<file path="src/rtl/coex_pkg.sv">
package coex_pkg;
  typedef enum logic [1:0] {
    ST_IDLE = 2'd0,
    ST_SAMP = 2'd1,
    ST_LIVE = 2'd2
  } coex_state_e;
endpackage

</file>
<file path="src/rtl/coex_prio_sampler.sv">
module coex_prio_sampler #(
  parameter int PRIO_W = 2
) (
  input  logic              clk,
  input  logic              rst,
  input  logic              clear,
  input  logic              shift_en,
  input  logic              bit_in,
  input  logic              wide,
  output logic [PRIO_W-1:0] prio_o
);
  logic [PRIO_W-1:0] val_q;

  generate
    if (PRIO_W == 1) begin : g_one
      always_ff @(posedge clk) begin
        if (rst || clear)  val_q <= '0;
        else if (shift_en) val_q <= bit_in;
      end
    end else begin : g_many
      always_ff @(posedge clk) begin
        if (rst || clear)  val_q <= '0;
        else if (shift_en) val_q <= {val_q[PRIO_W-2:0], bit_in};
      end
    end
  endgenerate

  // a single sample stands for the lowest or the highest level
  assign prio_o = wide ? val_q : {PRIO_W{val_q[0]}};
endmodule

</file>
<file path="src/rtl/coex_win_logic.sv">
module coex_win_logic #(
  parameter int PRIO_W = 2
) (
  input  logic [PRIO_W-1:0] ext_prio,
  input  logic              ext_tx,
  input  logic              overlap,
  input  logic              wifi_req,
  input  logic [PRIO_W-1:0] wifi_prio,
  input  logic              wifi_tx,
  input  logic              rx_tie_win,
  output logic              win
);
  always_comb begin
    if (!overlap || !wifi_req)    win = 1'b1;
    else if (ext_prio > wifi_prio) win = 1'b1;
    else if (ext_prio < wifi_prio) win = 1'b0;
    else if (!ext_tx && wifi_tx)   win = rx_tie_win;
    else                           win = 1'b1;
  end
endmodule

</file>
<file path="src/rtl/coex_arbiter.sv">
module coex_arbiter #(
  parameter int PRIO_W = 2
) (
  input  logic              clk,
  input  logic              rst,
  input  logic              cfg_prio_wide,
  input  logic              cfg_dir_on_prio,
  input  logic              cfg_rx_tie_win,
  input  logic              ext_req,
  input  logic              ext_prio,
  input  logic              ext_dir,
  input  logic              ext_overlap,
  input  logic              wifi_req,
  input  logic [PRIO_W-1:0] wifi_prio,
  input  logic              wifi_dir,
  output logic              ext_grant,
  output logic              wifi_grant
);
  import coex_pkg::*;

  localparam int CNT_W = $clog2(PRIO_W + 2);

  coex_state_e       state_q;
  logic [CNT_W-1:0]  slot_q;
  logic [CNT_W-1:0]  n_prio;
  logic [CNT_W-1:0]  n_total;
  logic              in_prio;
  logic              last_slot;
  logic              dir_q;
  logic              ext_tx;
  logic              win;
  logic              grant_d;
  logic              shift_en;
  logic [PRIO_W-1:0] ext_level;
  logic              ext_grant_q;
  logic              wifi_grant_q;

  assign n_prio    = cfg_prio_wide ? CNT_W'(PRIO_W) : CNT_W'(1);
  assign n_total   = n_prio + {{(CNT_W-1){1'b0}}, cfg_dir_on_prio};
  assign in_prio   = slot_q < n_prio;
  assign last_slot = slot_q == (n_total - CNT_W'(1));
  assign shift_en  = (state_q == ST_SAMP) && ext_req && in_prio;
  assign ext_tx    = cfg_dir_on_prio ? dir_q : ext_dir;

  coex_prio_sampler #(.PRIO_W(PRIO_W)) u_sampler (
    .clk      (clk),
    .rst      (rst),
    .clear    (state_q == ST_IDLE),
    .shift_en (shift_en),
    .bit_in   (ext_prio),
    .wide     (cfg_prio_wide),
    .prio_o   (ext_level)
  );

  coex_win_logic #(.PRIO_W(PRIO_W)) u_win (
    .ext_prio   (ext_level),
    .ext_tx     (ext_tx),
    .overlap    (ext_overlap),
    .wifi_req   (wifi_req),
    .wifi_prio  (wifi_prio),
    .wifi_tx    (wifi_dir),
    .rx_tie_win (cfg_rx_tie_win),
    .win        (win)
  );

  assign grant_d = (state_q == ST_LIVE) && ext_req && win;

  always_ff @(posedge clk) begin
    if (rst) begin
      state_q <= ST_IDLE;
      slot_q  <= '0;
      dir_q   <= 1'b0;
    end else begin
      case (state_q)
        ST_IDLE: begin
          slot_q <= '0;
          if (ext_req) state_q <= ST_SAMP;
        end
        ST_SAMP: begin
          if (!ext_req) begin
            state_q <= ST_IDLE;
          end else begin
            if (!in_prio) dir_q <= ext_prio;
            slot_q <= slot_q + CNT_W'(1);
            if (last_slot) state_q <= ST_LIVE;
          end
        end
        ST_LIVE: begin
          if (!ext_req) state_q <= ST_IDLE;
        end
        default: state_q <= ST_IDLE;
      endcase
    end
  end

  always_ff @(posedge clk) begin
    if (rst) begin
      ext_grant_q  <= 1'b0;
      wifi_grant_q <= 1'b0;
    end else begin
      ext_grant_q  <= grant_d;
      wifi_grant_q <= wifi_req && !(grant_d && ext_overlap);
    end
  end

  assign ext_grant  = ext_grant_q;
  assign wifi_grant = wifi_grant_q;
endmodule

</file>
<file path="config.mk">
export PLATFORM = sky130hd
export DESIGN_NAME = coex_arbiter
export DESIGN_NICKNAME = d
export VERILOG_FILES = /design/src/rtl/coex_pkg.sv /design/src/rtl/coex_prio_sampler.sv /design/src/rtl/coex_win_logic.sv /design/src/rtl/coex_arbiter.sv
export SDC_FILE = /design/constraint.sdc
export NUM_CORES = 1
export LEC_CHECK = 0
export ABC_CLOCK_PERIOD_IN_PS = 1400
export BUFFER_PORTS_ARGS = -buffer_cell sky130_fd_sc_hd__buf_4
export CAP_MARGIN = 20
export CORE_AREA = 2 2 39 41
export DETAILED_ROUTE_END_ITERATION = 16
export DIE_AREA = 0 0 41 43
export PLACE_DENSITY = 0.68
export RECOVER_POWER = 100
export SYNTH_ARGS = -nofsm -noshare
export SYNTH_HDL_FRONTEND = slang
export SYNTH_HIERARCHICAL = 1
export SYNTH_SLANG_ARGS = --single-unit
</file>
<file path="constraint.sdc">
create_clock -name clk -period 1.4 [get_ports clk]
set_clock_uncertainty 0.1 [all_clocks]
set_input_delay 0.07 -clock clk [delete_from_list [all_inputs] [get_ports clk]]
set_output_delay 0.07 -clock clk [all_outputs]
set_load 0.1 [all_outputs]
</file>
; ---- After elaboration in Yosys (flattened, before gate mapping)
; Index checks and enable logic that the tools add are counted.
[word_totals]
ff_bits = 9
inputBits = 13
out_inout_bits = 2
word_cells = 52
[op_classes]
addsub = 3
magnitude_cmp = 3
eq_ne = 7
muxes = 14
bitwise_logic = 1
n_reduce_logical = 18
[ops]
columns = cell, count
row1 = $mux W2, 7
row2 = $logic_and A1 B1 Y1, 7
row3 = $ne A2 B2 Y1 const B, 3
row4 = $pmux W2 S3, 1
row5 = $reduce_and A3 Y1, 2
row6 = $mux W1, 5
row7 = $logic_not A1 Y1, 4
row8 = $lt A2 B2 Y1, 2
row9 = $pmux W2 S2, 1
row10 = $ne A3 B3 Y1 const B, 1
row11 = $add A2 B1 Y2, 1
row12 = $add A2 B1 Y2 const B, 1
row13 = $eq A2 B1 Y1 const B, 1
row14 = $eq A2 B2 Y1, 1
row15 = $eq A2 B2 Y1 const B, 1
row16 = $gt A2 B2 Y1, 1
row17 = $logic_not A2 Y1, 1
row18 = $logic_or A1 B1 Y1, 2
row19 = $reduce_and A2 Y1, 1
row20 = $reduce_bool A2 Y1, 1
row21 = $sub A2 B1 Y2 const B, 1
row22 = $not A1 Y1, 1

; ---- Logic depth before layout (Yosys ltp)
; Gate-level depths: netlist (run 1).
[depth]
word_depth = 11
ltp_mapped = 8
depth_no_buf = 7

; ---- Modules after synthesis
; The synthesis (run 1) kept the hierarchy.
[modules_own_cells]
columns = module, n_inst, cells_per_inst, area_per_inst_um2, seq_area_each_um2
row1 = coex_arbiter, 1, 40, 377.9, 140.1
row2 = coex_prio_sampler, 1, 8, 88.8, 40.0
row3 = coex_win_logic, 1, 10, 68.8, 0.0

; ---- Worst setup path after synthesis (run 1)
; OpenSTA, ideal clock, no wires.
[synth_timing]
path_kind = reg-to-reg
start = register u_sampler.val_q[0]
end = register wifi_grant_q, in the netlist wifi_grant
setup_time_ns = 0.081
arrival_ns = 1.339
required_time_ns = 1.219
slack_ns = -0.120
path_stages_with_launch = 7
n_path_buf = 0
period_less_slack_ns = 1.520
cell_sequence = dfxtp_1 mux2_1 ha_1 nor2b_1 nor3_1 nor2_1 a41oi_1
[synth_between]
elab_chain_cells = 9
elab_cells_between_ends = 10
classes_between = 2 x order compare / 4 x mux / 4 x reduce/logical
[synth_lines]
columns = element, line_no
row1 = start: declaration, coex_prio_sampler.sv:12  ; logic [PRIO_W-1:0] val_q;
row2 = start signal: assignment, coex_prio_sampler.sv:23  ; else if (shift_en) val_q <= {val_q[PRIO_W-2:0], bit_in};
row3 = $mux W2 (*), coex_prio_sampler.sv:29  ; assign prio_o = wide ? val_q : {PRIO_W{val_q[0]}};
row4 = named net ext_level[1], coex_arbiter.sv:34  ; logic [PRIO_W-1:0] ext_level;
row5 = $lt A2 B2 Y1, coex_win_logic.sv:16  ; else if (ext_prio < wifi_prio) win = 1'b0;
row6 = $mux W1, coex_win_logic.sv:16
row7 = $mux W1 (*), coex_win_logic.sv:15  ; else if (ext_prio > wifi_prio) win = 1'b1;
row8 = $mux W1 (*), coex_win_logic.sv:14  ; if (!overlap || !wifi_req) win = 1'b1;
row9 = named net win, coex_arbiter.sv:31  ; logic win;
row10 = $logic_and A1 B1 Y1 (*), coex_arbiter.sv:66  ; assign grant_d = (state_q == ST_LIVE) && ext_req && win;
row11 = $logic_and A1 B1 Y1 (*), coex_arbiter.sv:102  ; wifi_grant_q <= wifi_req && !(grant_d && ext_overlap);
row12 = $logic_not A1 Y1 (*), coex_arbiter.sv:102
row13 = $logic_and A1 B1 Y1 (*), coex_arbiter.sv:102
row14 = end signal: assignment, coex_arbiter.sv:102
row15 = end: declaration, coex_arbiter.sv:36  ; logic wifi_grant_q;
; Mark *: on every way through the listed nets, which the timed path passes. The rest lies on a longest branch.
; A chain may end at the register's enable or synchronous reset.

; ---- Final worst setup path (run 1)
; Same ends and word-level chain as after synthesis.

==> flow_summary.ini, run 1 <==
[clocking]
clk_latency_ns = 0.26
cts_inserted_buffers = 3
htree_levels = 1
root_buffer = clkbuf_4
cts.sinks = 9
path_clk_slew_ns = 0.06
cts_buffer_depth = 2
cts_tree = yes
cts_setup_buffers = 0

[status]
violations = setup timing
status = finished with violations

[worst_setup_path]
r2r_cells = 6
r2r_slack_ns = -0.08
end_kind = flop
startpoint = u_sampler/val_q[0]
start_kind = flop
r2r_start = u_sampler/val_q[0]
cp.required_ns = 1.43
crit_path_end = wifi_grant
r2r-end = wifi_grant
criticalPathCategory = reg -> reg
cp.arrival_ns = 1.52
critical_path.max_fanout = 2

[final_layout]
antenna_cells = 0
seq_area_um2 = 181
fin_util_pct = 56.6
fin_nets = 103
syn_to_final_growth_pct = 46.3
drive_gt1_share_pct = 35.3
fillers = 134
multi_input_area_um2 = 359

[sta]
setup_viol = 2
tightest_slew_ns = 0.542
slew_headroom_pct = 64.0
finalCritPeriodShare_pct = 106
slew_viol_final = 0
max_freq_mhz = 675
fin_ws_ns = -0.0824
hold_viol = 0
final.setup.tns_ns = -0.149
period_minus_slack_ns = 1.48
rsz0062_at_grt = yes

[floorplan]
dieArea_um2 = 1760
die_height_um = 43
die_x_um = 41
initial_utilization_pct = 38.7
std_cell_rows = 14
ios = 15
coreArea_um2 = 1380

[logic_synthesis]
synth.distinct_cells = 27
synth_warnings = 6
synthArstFlopShare_pct = 0
ys_ff_latch = 9
syn_inst = 58
seq_area_frac_synth_pct = 33.6
synth_area_um2 = 536
synth_flop_cell = dfxtp_1
syn_avg_cell_area_um2 = 9.23
synth_nets = 75
synth_edf_count = 0

[grt]
grt_pass1_vias = 477
track_usage_pct = 15.9
grt.busiest_layer = met2
grt_use_met3_pct = 3.14
grt_util_met2_pct = 25.0
grt_max_degree = 11
overflow = 0
grt_pass1_wl_mm = 1.87
grt_util_met1_pct = 18.4
antenna_found_initial = 0

[detailed_routing]
wl_mm = 1.17
initialDrtViolationCount = 7
drtPass1Iterations = 3
vias = 492
drc = 0
avgViaCountPerCell = 4.87
wire_per_inst_um = 11.6
ant_nets = 0

[placed_design]
hpwl_um = 892
io_buffers = 14
place.gp.congestion = 0.687
pre_cts_ws_ns = -0.0956

[run]
max-cap-violations = 0

[hold_path]
min_path_type = in -> reg
hold_path_depth = 2

[pwr]
leakage_nw = 0.324
powerDensity_nw_per_um2 = 752
max-vdd-ir-drop_uv = 576
cell usage in the layout, fill, tap and decap left out, types with 2 or more instances in the layout:
cell	Yosys	layout
nand3_1	3	2
buf_4	1	16
nand2b_1	3	3
xnor2_1	2	2
inv_1	4	4
nor2b_1	2	2
nor2_1	4	4
mux2i_1	3	3
dfxtp_1	9	8
nor3_1	4	4
clkbuf_2	0	2
clkbuf_4	0	4
dlygate4sd3_1	0	4
clkbuf_1	0	2
ha_1	4	3
nor3b_1	2	2
through the flow:
stage	hold slack, ns	std cells	instance area (um^2)	power [W]
after floorplan	0.0391	58	553	0.000334
after global placement	0.208	93	716	0.000387
after detailed placement	0.208	93	716	0.000390
after CTS	0.00469	101	787	0.000602
after global routing	0.0157	101	783	0.000623
final	0.0141	101	783	0.000589
cell families (layout without fill, tap and decap cells):
| family | count (synthesis) | after routing | synth area share (%) |
|---|---|---|---|
| xor+xnor | 2 | 2 | 3.27 |
| compound gates | 7 | 7 | 9.11 |
| flops | 9 | 9 | 33.6 |
| fa+ha+maj | 4 | 4 | 9.35 |
| buf+inv | 5 | 32 | 4.21 |
| simple gates | 26 | 26 | 30.6 |
| mux | 5 | 5 | 9.81 |
where the power goes:
group / total (W) / switching, W / leakage [nW] / internal (W)
clock: 0.000195 / 0.0000852 / 0.0150 / 0.000109
sequential: 0.000267 / 0.00000441 / 0.0737 / 0.000263
combinational: 0.000127 / 0.0000592 / 0.235 / 0.0000679
cell usage after synthesis, types with 3 or more instances:
master / number / share of area, %
dfxtp_1: 9 / 34
inv_1: 4 / 2.8
nor3_1: 4 / 3.7
nand2b_1: 3 / 3.5
mux2i_1: 3 / 5.6
ha_1: 4 / 9.3
nor2_1: 4 / 2.8
nand3_1: 3 / 2.8
registers in the layout (all words and copies together) (netlist names):
signal	count
dir_q	1
ext_grant	1
slot_q	2
state_q	2
u_sampler/val_q	2
wifi_grant	1
cell type report:
class                      instances  share of cell area (%)
clock buffer                       4                    3.35
inverter                           4                    1.92
multi-input combinational         44                    45.8
sequential                         9                    23.2
tap                               16                    2.56
timing repair buffer              24                    23.2
critical path: stages (launching register included):
cell	delay [ns]
dfxtp_2	0.32
mux2_4	0.27
ha_4	0.27
nor2b_1	0.12
nor3_1	0.05
nor2_1	0.12
a41oi_1	0.11
metal layers:
layer  wire, um  share of wire, %
met5          0                 0
met4         11              0.94
met3         45               3.8
met2        621                53
met1        496                42
worst min-delay path by stage:
stage / slack, ns / from / end
floorplan: 0.04 / rst / slot_q[1]
global placement: 0.21 / ext_overlap / wifi_grant
detailed placement: 0.21 / ext_overlap / wifi_grant
CTS: 0.005 / ext_prio / dir_q
global route: 0.02 / ext_req / state_q[1]
finish: 0.01 / ext_req / state_q[1]
repair_timing:
| action | 4_1_cts | 5_1_grt |
|---|---|---|
| hold buffers | 4 | 0 |
| hold endpoints to repair | 7 | 0 |
| endpoints found under the setup margin | 2 | 5 |
| gates resized for setup | 1 | 2 |
| pin swaps | 2 | 1 |
Power figures use the tool's default switching activity.
==> run 2: changes to the inputs <==
PLACE_DENSITY = unset   (was 0.68)
PLACE_DENSITY_LB_ADDON = 0.2   (was unset)
==> run 2 against run 1 <==
  * Via count increased by 4.9%
  * Clock power grew 7%
  * Routed wire length grew 4.9%
  * Maximum frequency down 2.0%
  * Design area rose by 5.3%
  * Worst hold slack improved by 0.097 ns
  * Total power grew 4.1%
  * First-iteration DRC count fell by 29%
  * The run still ends with setup timing left
==> flow_summary.ini, run 2 (synthesis results as in run 1) <==
[detailed_routing]
drtPass1Iterations = 4
ant_nets = 0
initialDrtViolationCount = 5
vias = 516
drc = 0
avgViaCountPerCell = 5.01
wire_per_inst_um = 12.0
wl_mm = 1.23

[floorplan]
std_cell_rows = 14
coreArea_um2 = 1380
ios = 15
die_height_um = 43
die_x_um = 41
initial_utilization_pct = 38.7
dieArea_um2 = 1760

[pwr]
leakage_nw = 0.338
max-vdd-ir-drop_uv = 566
powerDensity_nw_per_um2 = 744

[status]
violations = setup timing
status = finished with violations

[sta]
finalCritPeriodShare_pct = 108
slew_viol_final = 0
period_minus_slack_ns = 1.51
setup_viol = 2
max_freq_mhz = 661
hold_viol = 0
slew_headroom_pct = 64.0
rsz0062_at_grt = yes
tightest_slew_ns = 0.542
final.setup.tns_ns = -0.226
fin_ws_ns = -0.113

[final_layout]
fin_nets = 105
drive_gt1_share_pct = 39.1
stdcell_count = 103
fillers = 124
antenna_cells = 0
fin_util_pct = 59.6
top_regs = slot_q (2), state_q (2), u_sampler/val_q (2)
final_cell_mix = 18 x buf_4, 8 x dfxtp_1, 5 x dlygate4sd3_1
finalInstanceArea_um2 = 825
mostFrequentLayoutCell = buf_4
syn_to_final_growth_pct = 54.0

[clocking]
cts.sinks = 9
cts_inserted_buffers = 3
htree_levels = 1
path_clk_slew_ns = 0.06
cts_tree = yes
clk_latency_ns = 0.27
root_buffer = clkbuf_4
cts_buffer_depth = 2

[worst_setup_path]
cp.arrival_ns = 1.60
r2r_start = u_sampler/val_q[0]
r2r_cells = 6
start_kind = flop
criticalPathCategory = reg -> reg
critical_path.max_fanout = 2
cp.required_ns = 1.49
r2r-end = wifi_grant
end_kind = flop
r2r_slack_ns = -0.11

[grt]
track_usage_pct = 16.5
overflow = 0
grt_max_degree = 11
grt_pass1_vias = 486
grt_pass1_wl_mm = 1.89
antenna_found_initial = 0

[hold_path]
hold_path_depth = 4
min_path_type = in -> reg
holdPathEnd = wifi_grant
hp-start = cfg_rx_tie_win

[placed_design]
hpwl_um = 892
place.gp.congestion = 0.724
dp_cells = 94
io_buffers = 14
dpl_cell_area_um2 = 723

[run]
max-cap-violations = 0
run 2: worst max path at each step:
stage,from,endpoint,slack (ns)
2_1_floorplan,u_sampler/val_q[0],wifi_grant,-0.05
3_3_place_gp,u_sampler/val_q[0],wifi_grant,-0.07
3_5_place_dp,u_sampler/val_q[0],wifi_grant,-0.1
4_1_cts,u_sampler/val_q[0],wifi_grant,-0.09
5_1_grt,u_sampler/val_q[0],ext_grant,-0.23
6_report,u_sampler/val_q[0],wifi_grant,-0.11
run 2: layout make-up:
type | count | area [um^2] | area share (%)
repair buffers | 26 | 199 | 24.1
clock buffers | 4 | 26.3 | 3.19
flip-flops and latches | 9 | 181 | 22.0
multi-input cells | 44 | 383 | 46.4
inverters | 4 | 15.0 | 1.82
well taps | 16 | 20.0 | 2.43
run 2: timing repair:
action	in CTS	in global routing
gates resized for setup	2	7
endpoints found under the setup margin	4	4
gates cloned	0	0
setup buffers	0	0
hold buffers	5	0
pin swaps	2	5
hold endpoints to repair	8	0
run 2: report_power, final:
group / switching (W) / leakage, nW / internal (W)
registers: 0.00000488 / 0.0737 / 0.000263
clock network: 0.0000975 / 0.0150 / 0.000110
logic: 0.0000628 / 0.249 / 0.0000749
total: 0.000165 / 0.338 / 0.000448
run 2: worst max-delay path: stages (launching register included):
cell and delay [ns]:
dfxtp_2 0.32, mux2_4 0.28, ha_4 0.26, nand3_1 0.08
nor4_2 0.15, nor2_1 0.09, a41oi_1 0.16
run 2: per-stage QoR:
step                setup WS (ns)  total power [W]  hold WS (ns)
finish                     -0.113         0.000613         0.111
global route               -0.226         0.000642         0.145
CTS                       -0.0944         0.000614        0.0771
detailed placement        -0.0987         0.000393         0.217
global placement          -0.0715         0.000390         0.206
floorplan                 -0.0501         0.000334        0.0391
run 2: per-layer routing:
metal	vias to the layer above	GRT usage [%]	part of all wire, %
met5	-	0	0
li1	263	-	-
met1	236	17.9	42
met4	0	12.0	1.8
met2	15	25.9	49
met3	2	4.19	7.5
==> run 3: changes to the inputs <==
ABC_AREA = 1   (was unset)
CORE_AREA = 2 2 40 42   (was 2 2 39 41)
DIE_AREA = 0 0 42 44   (was 0 0 41 43)
==> run 3 against run 2 <==
  * The run still ends with setup timing left
  * Highest routed layer unchanged
  * Largest cell class unchanged
  * Clock power decreased by 3%
  * Sequential share of layout area increased by 1.4 points
  * Design area decreased by 5.3%
  * Critical endpoint unchanged
==> flow_summary.ini, run 3 <==
[status]
status = finished with violations
violations = setup timing

[grt]
grt_pass1_vias = 530
overflow = 0
grt_pass1_wl_mm = 1.93
grt_max_degree = 8
antenna_found_initial = 0
track_usage_pct = 14.7

[floorplan]
coreArea_um2 = 1420
die_height_um = 44
initial_utilization_pct = 41.5
ios = 15
std_cell_rows = 14
dieArea_um2 = 1850
die_x_um = 42

[logic_synthesis]
yosysMostFrequentCell = nand2_1
ys_ff_latch = 9
synth_flop_cell = dfxtp_1
synth.distinct_cells = 19
synth_area_leaders = dfxtp_1 31%, nand2_1 14%, inv_1 10%
synth_area_um2 = 589
synth_edf_count = 0
syn_inst = 89
synthTopCellsByCount = 22 x nand2_1, 16 x inv_1, 11 x nor2_1
synthArstFlopShare_pct = 0
seq_area_frac_synth_pct = 30.6
syn_avg_cell_area_um2 = 6.62
synth_warnings = 6
synth_top_cell_area_share_pct = 30.6
synth_top_cell_by_area = dfxtp_1
synth_nets = 106

[worst_setup_path]
r2r-end = wifi_grant
criticalPathCategory = reg -> reg
critical_path.max_fanout = 2
path_cells = inv_2, o21ai_2, ha_1, nand2_1, nand2_1, nand2_1, nand3_2, nand4_1, o21ai_1, nor2_1
crit_slowest_cell = dfxtp_2
end_kind = flop
startpoint = u_sampler/val_q[0]
cp.required_ns = 1.46
cp.arrival_ns = 1.49
cpPeakStageDelay_ns = 0.32
crit_family = simple AND/OR/NAND/NOR gates
r2r_start = u_sampler/val_q[0]
r2r_cells = 10
crit_cells = 10
cp_common_cell = nand2_1
worst-path-buf-inv = 1
start_kind = flop
r2r_slack_ns = -0.03

[sta]
final.setup.tns_ns = -0.0308
slew_headroom_pct = 64.1
fin_ws_ns = -0.0308
slew_viol_final = 0
setup_viol = 1
max_freq_mhz = 699
tightest_slew_ns = 0.540
hold_viol = 0
rsz0062_at_grt = yes
period_minus_slack_ns = 1.43
finalCritPeriodShare_pct = 102

[clocking]
htree_levels = 1
clk_latency_ns = 0.26
path_clk_slew_ns = 0.06
cts_buffer_depth = 2
cts_tree = yes
cts_inserted_buffers = 3
cts.sinks = 9
root_buffer = clkbuf_4

[final_layout]
fin_nets = 130
fin_util_pct = 55.0
mostFrequentLayoutCell = nand2_1
multi_input_area_um2 = 324
fillers = 167
top_regs = slot_q (2), state_q (2), u_sampler/val_q (2)
drive_gt1_share_pct = 33.0
seq_area_um2 = 183
antenna_cells = 0
stdcell_count = 128
syn_to_final_growth_pct = 32.5
final_cell_mix = 22 x nand2_1, 17 x inv_1, 15 x buf_4

[run]
max-cap-violations = 0

[placed_design]
io_buffers = 14
hpwl_um = 911
dp_cells = 119
pre_cts_ws_ns = -0.0984
place.gp.congestion = 0.760

[detailed_routing]
avgViaCountPerCell = 4.52
drc = 0
initialDrtViolationCount = 6
wl_mm = 1.14
vias = 579
ant_nets = 0
wire_per_inst_um = 8.91
drtPass1Iterations = 3

[hold_path]
min_path_type = in -> reg
holdPathEnd = state_q[0]
hp-start = ext_req
hold_path_depth = 3

[pwr]
leakage_nw = 0.390
max-vdd-ir-drop_uv = 464
powerDensity_nw_per_um2 = 775
[run 3: cell type report]
type	instances	share of cell area (%)
well taps	16	2.56
flip-flops and latches	9	23.4
inverters	20	9.62
repair buffers	20	19.6
multi-input cells	59	41.5
clock buffers	4	3.37
[run 3: worst max path at each step]
stage                  to
6_report       wifi_grant
5_1_grt        wifi_grant
4_1_cts        wifi_grant
3_5_place_dp   wifi_grant
3_3_place_gp   wifi_grant
2_1_floorplan  wifi_grant
[run 3: worst register-to-register path, stage by stage, from the launching register on]
cell and delay, ns:
dfxtp_2 0.32, inv_2 0.05, o21ai_2 0.05, ha_1 0.28, nand2_1 0.05, nand2_1 0.06
nand2_1 0.06, nand3_2 0.06, nand4_1 0.09, o21ai_1 0.14, nor2_1 0.05
[run 3: per-layer routing]
layer	vias to the layer above	global-route usage, %	wire, um
li1	315	-	-
met1	250	13.6	507
met2	10	26.3	560
met3	4	6.25	50
met4	0	9.68	23
met5	-	0	0
[run 3: logic make-up after synthesis]
group / count (synthesis) / share of synthesized area (%)
buffers and inverters: 21 / 14.0
adder cells (fa/ha/maj): 4 / 8.49
AO/OA/AOI/OAI: 9 / 9.55
flip-flops: 9 / 30.6
AND/OR/NAND/NOR: 45 / 35.5
multiplexers: 1 / 1.91
[run 3: through the flow]
stage / instance area [um^2] / hold WS [ns] / total power [W]
global placement: 714 / 0.194 / 0.000405
CTS: 759 / -0.0929 / 0.000620
finish: 781 / 0.00635 / 0.000605
floorplan: 589 / 0.0324 / 0.000357
global route: 781 / 0.0141 / 0.000653
detailed placement: 714 / 0.197 / 0.000406
[run 3: repair_timing]
| action | CTS | global route |
|---|---|---|
| setup endpoints to repair | 2 | 4 |
| setup buffers | 1 | 1 |
| endpoints found under the hold margin | 5 | 4 |
| hold buffers | 1 | 2 |
| resized for setup | 2 | 5 |
| pin swaps | 3 | 2 |
[run 3: report_power, final]
part	switching, W	internal [W]	leakage, nW
Combinational	0.0000749	0.0000593	0.300
Clock	0.0000916	0.000110	0.0150
Sequential	0.00000498	0.000264	0.0742
Total	0.000171	0.000434	0.390
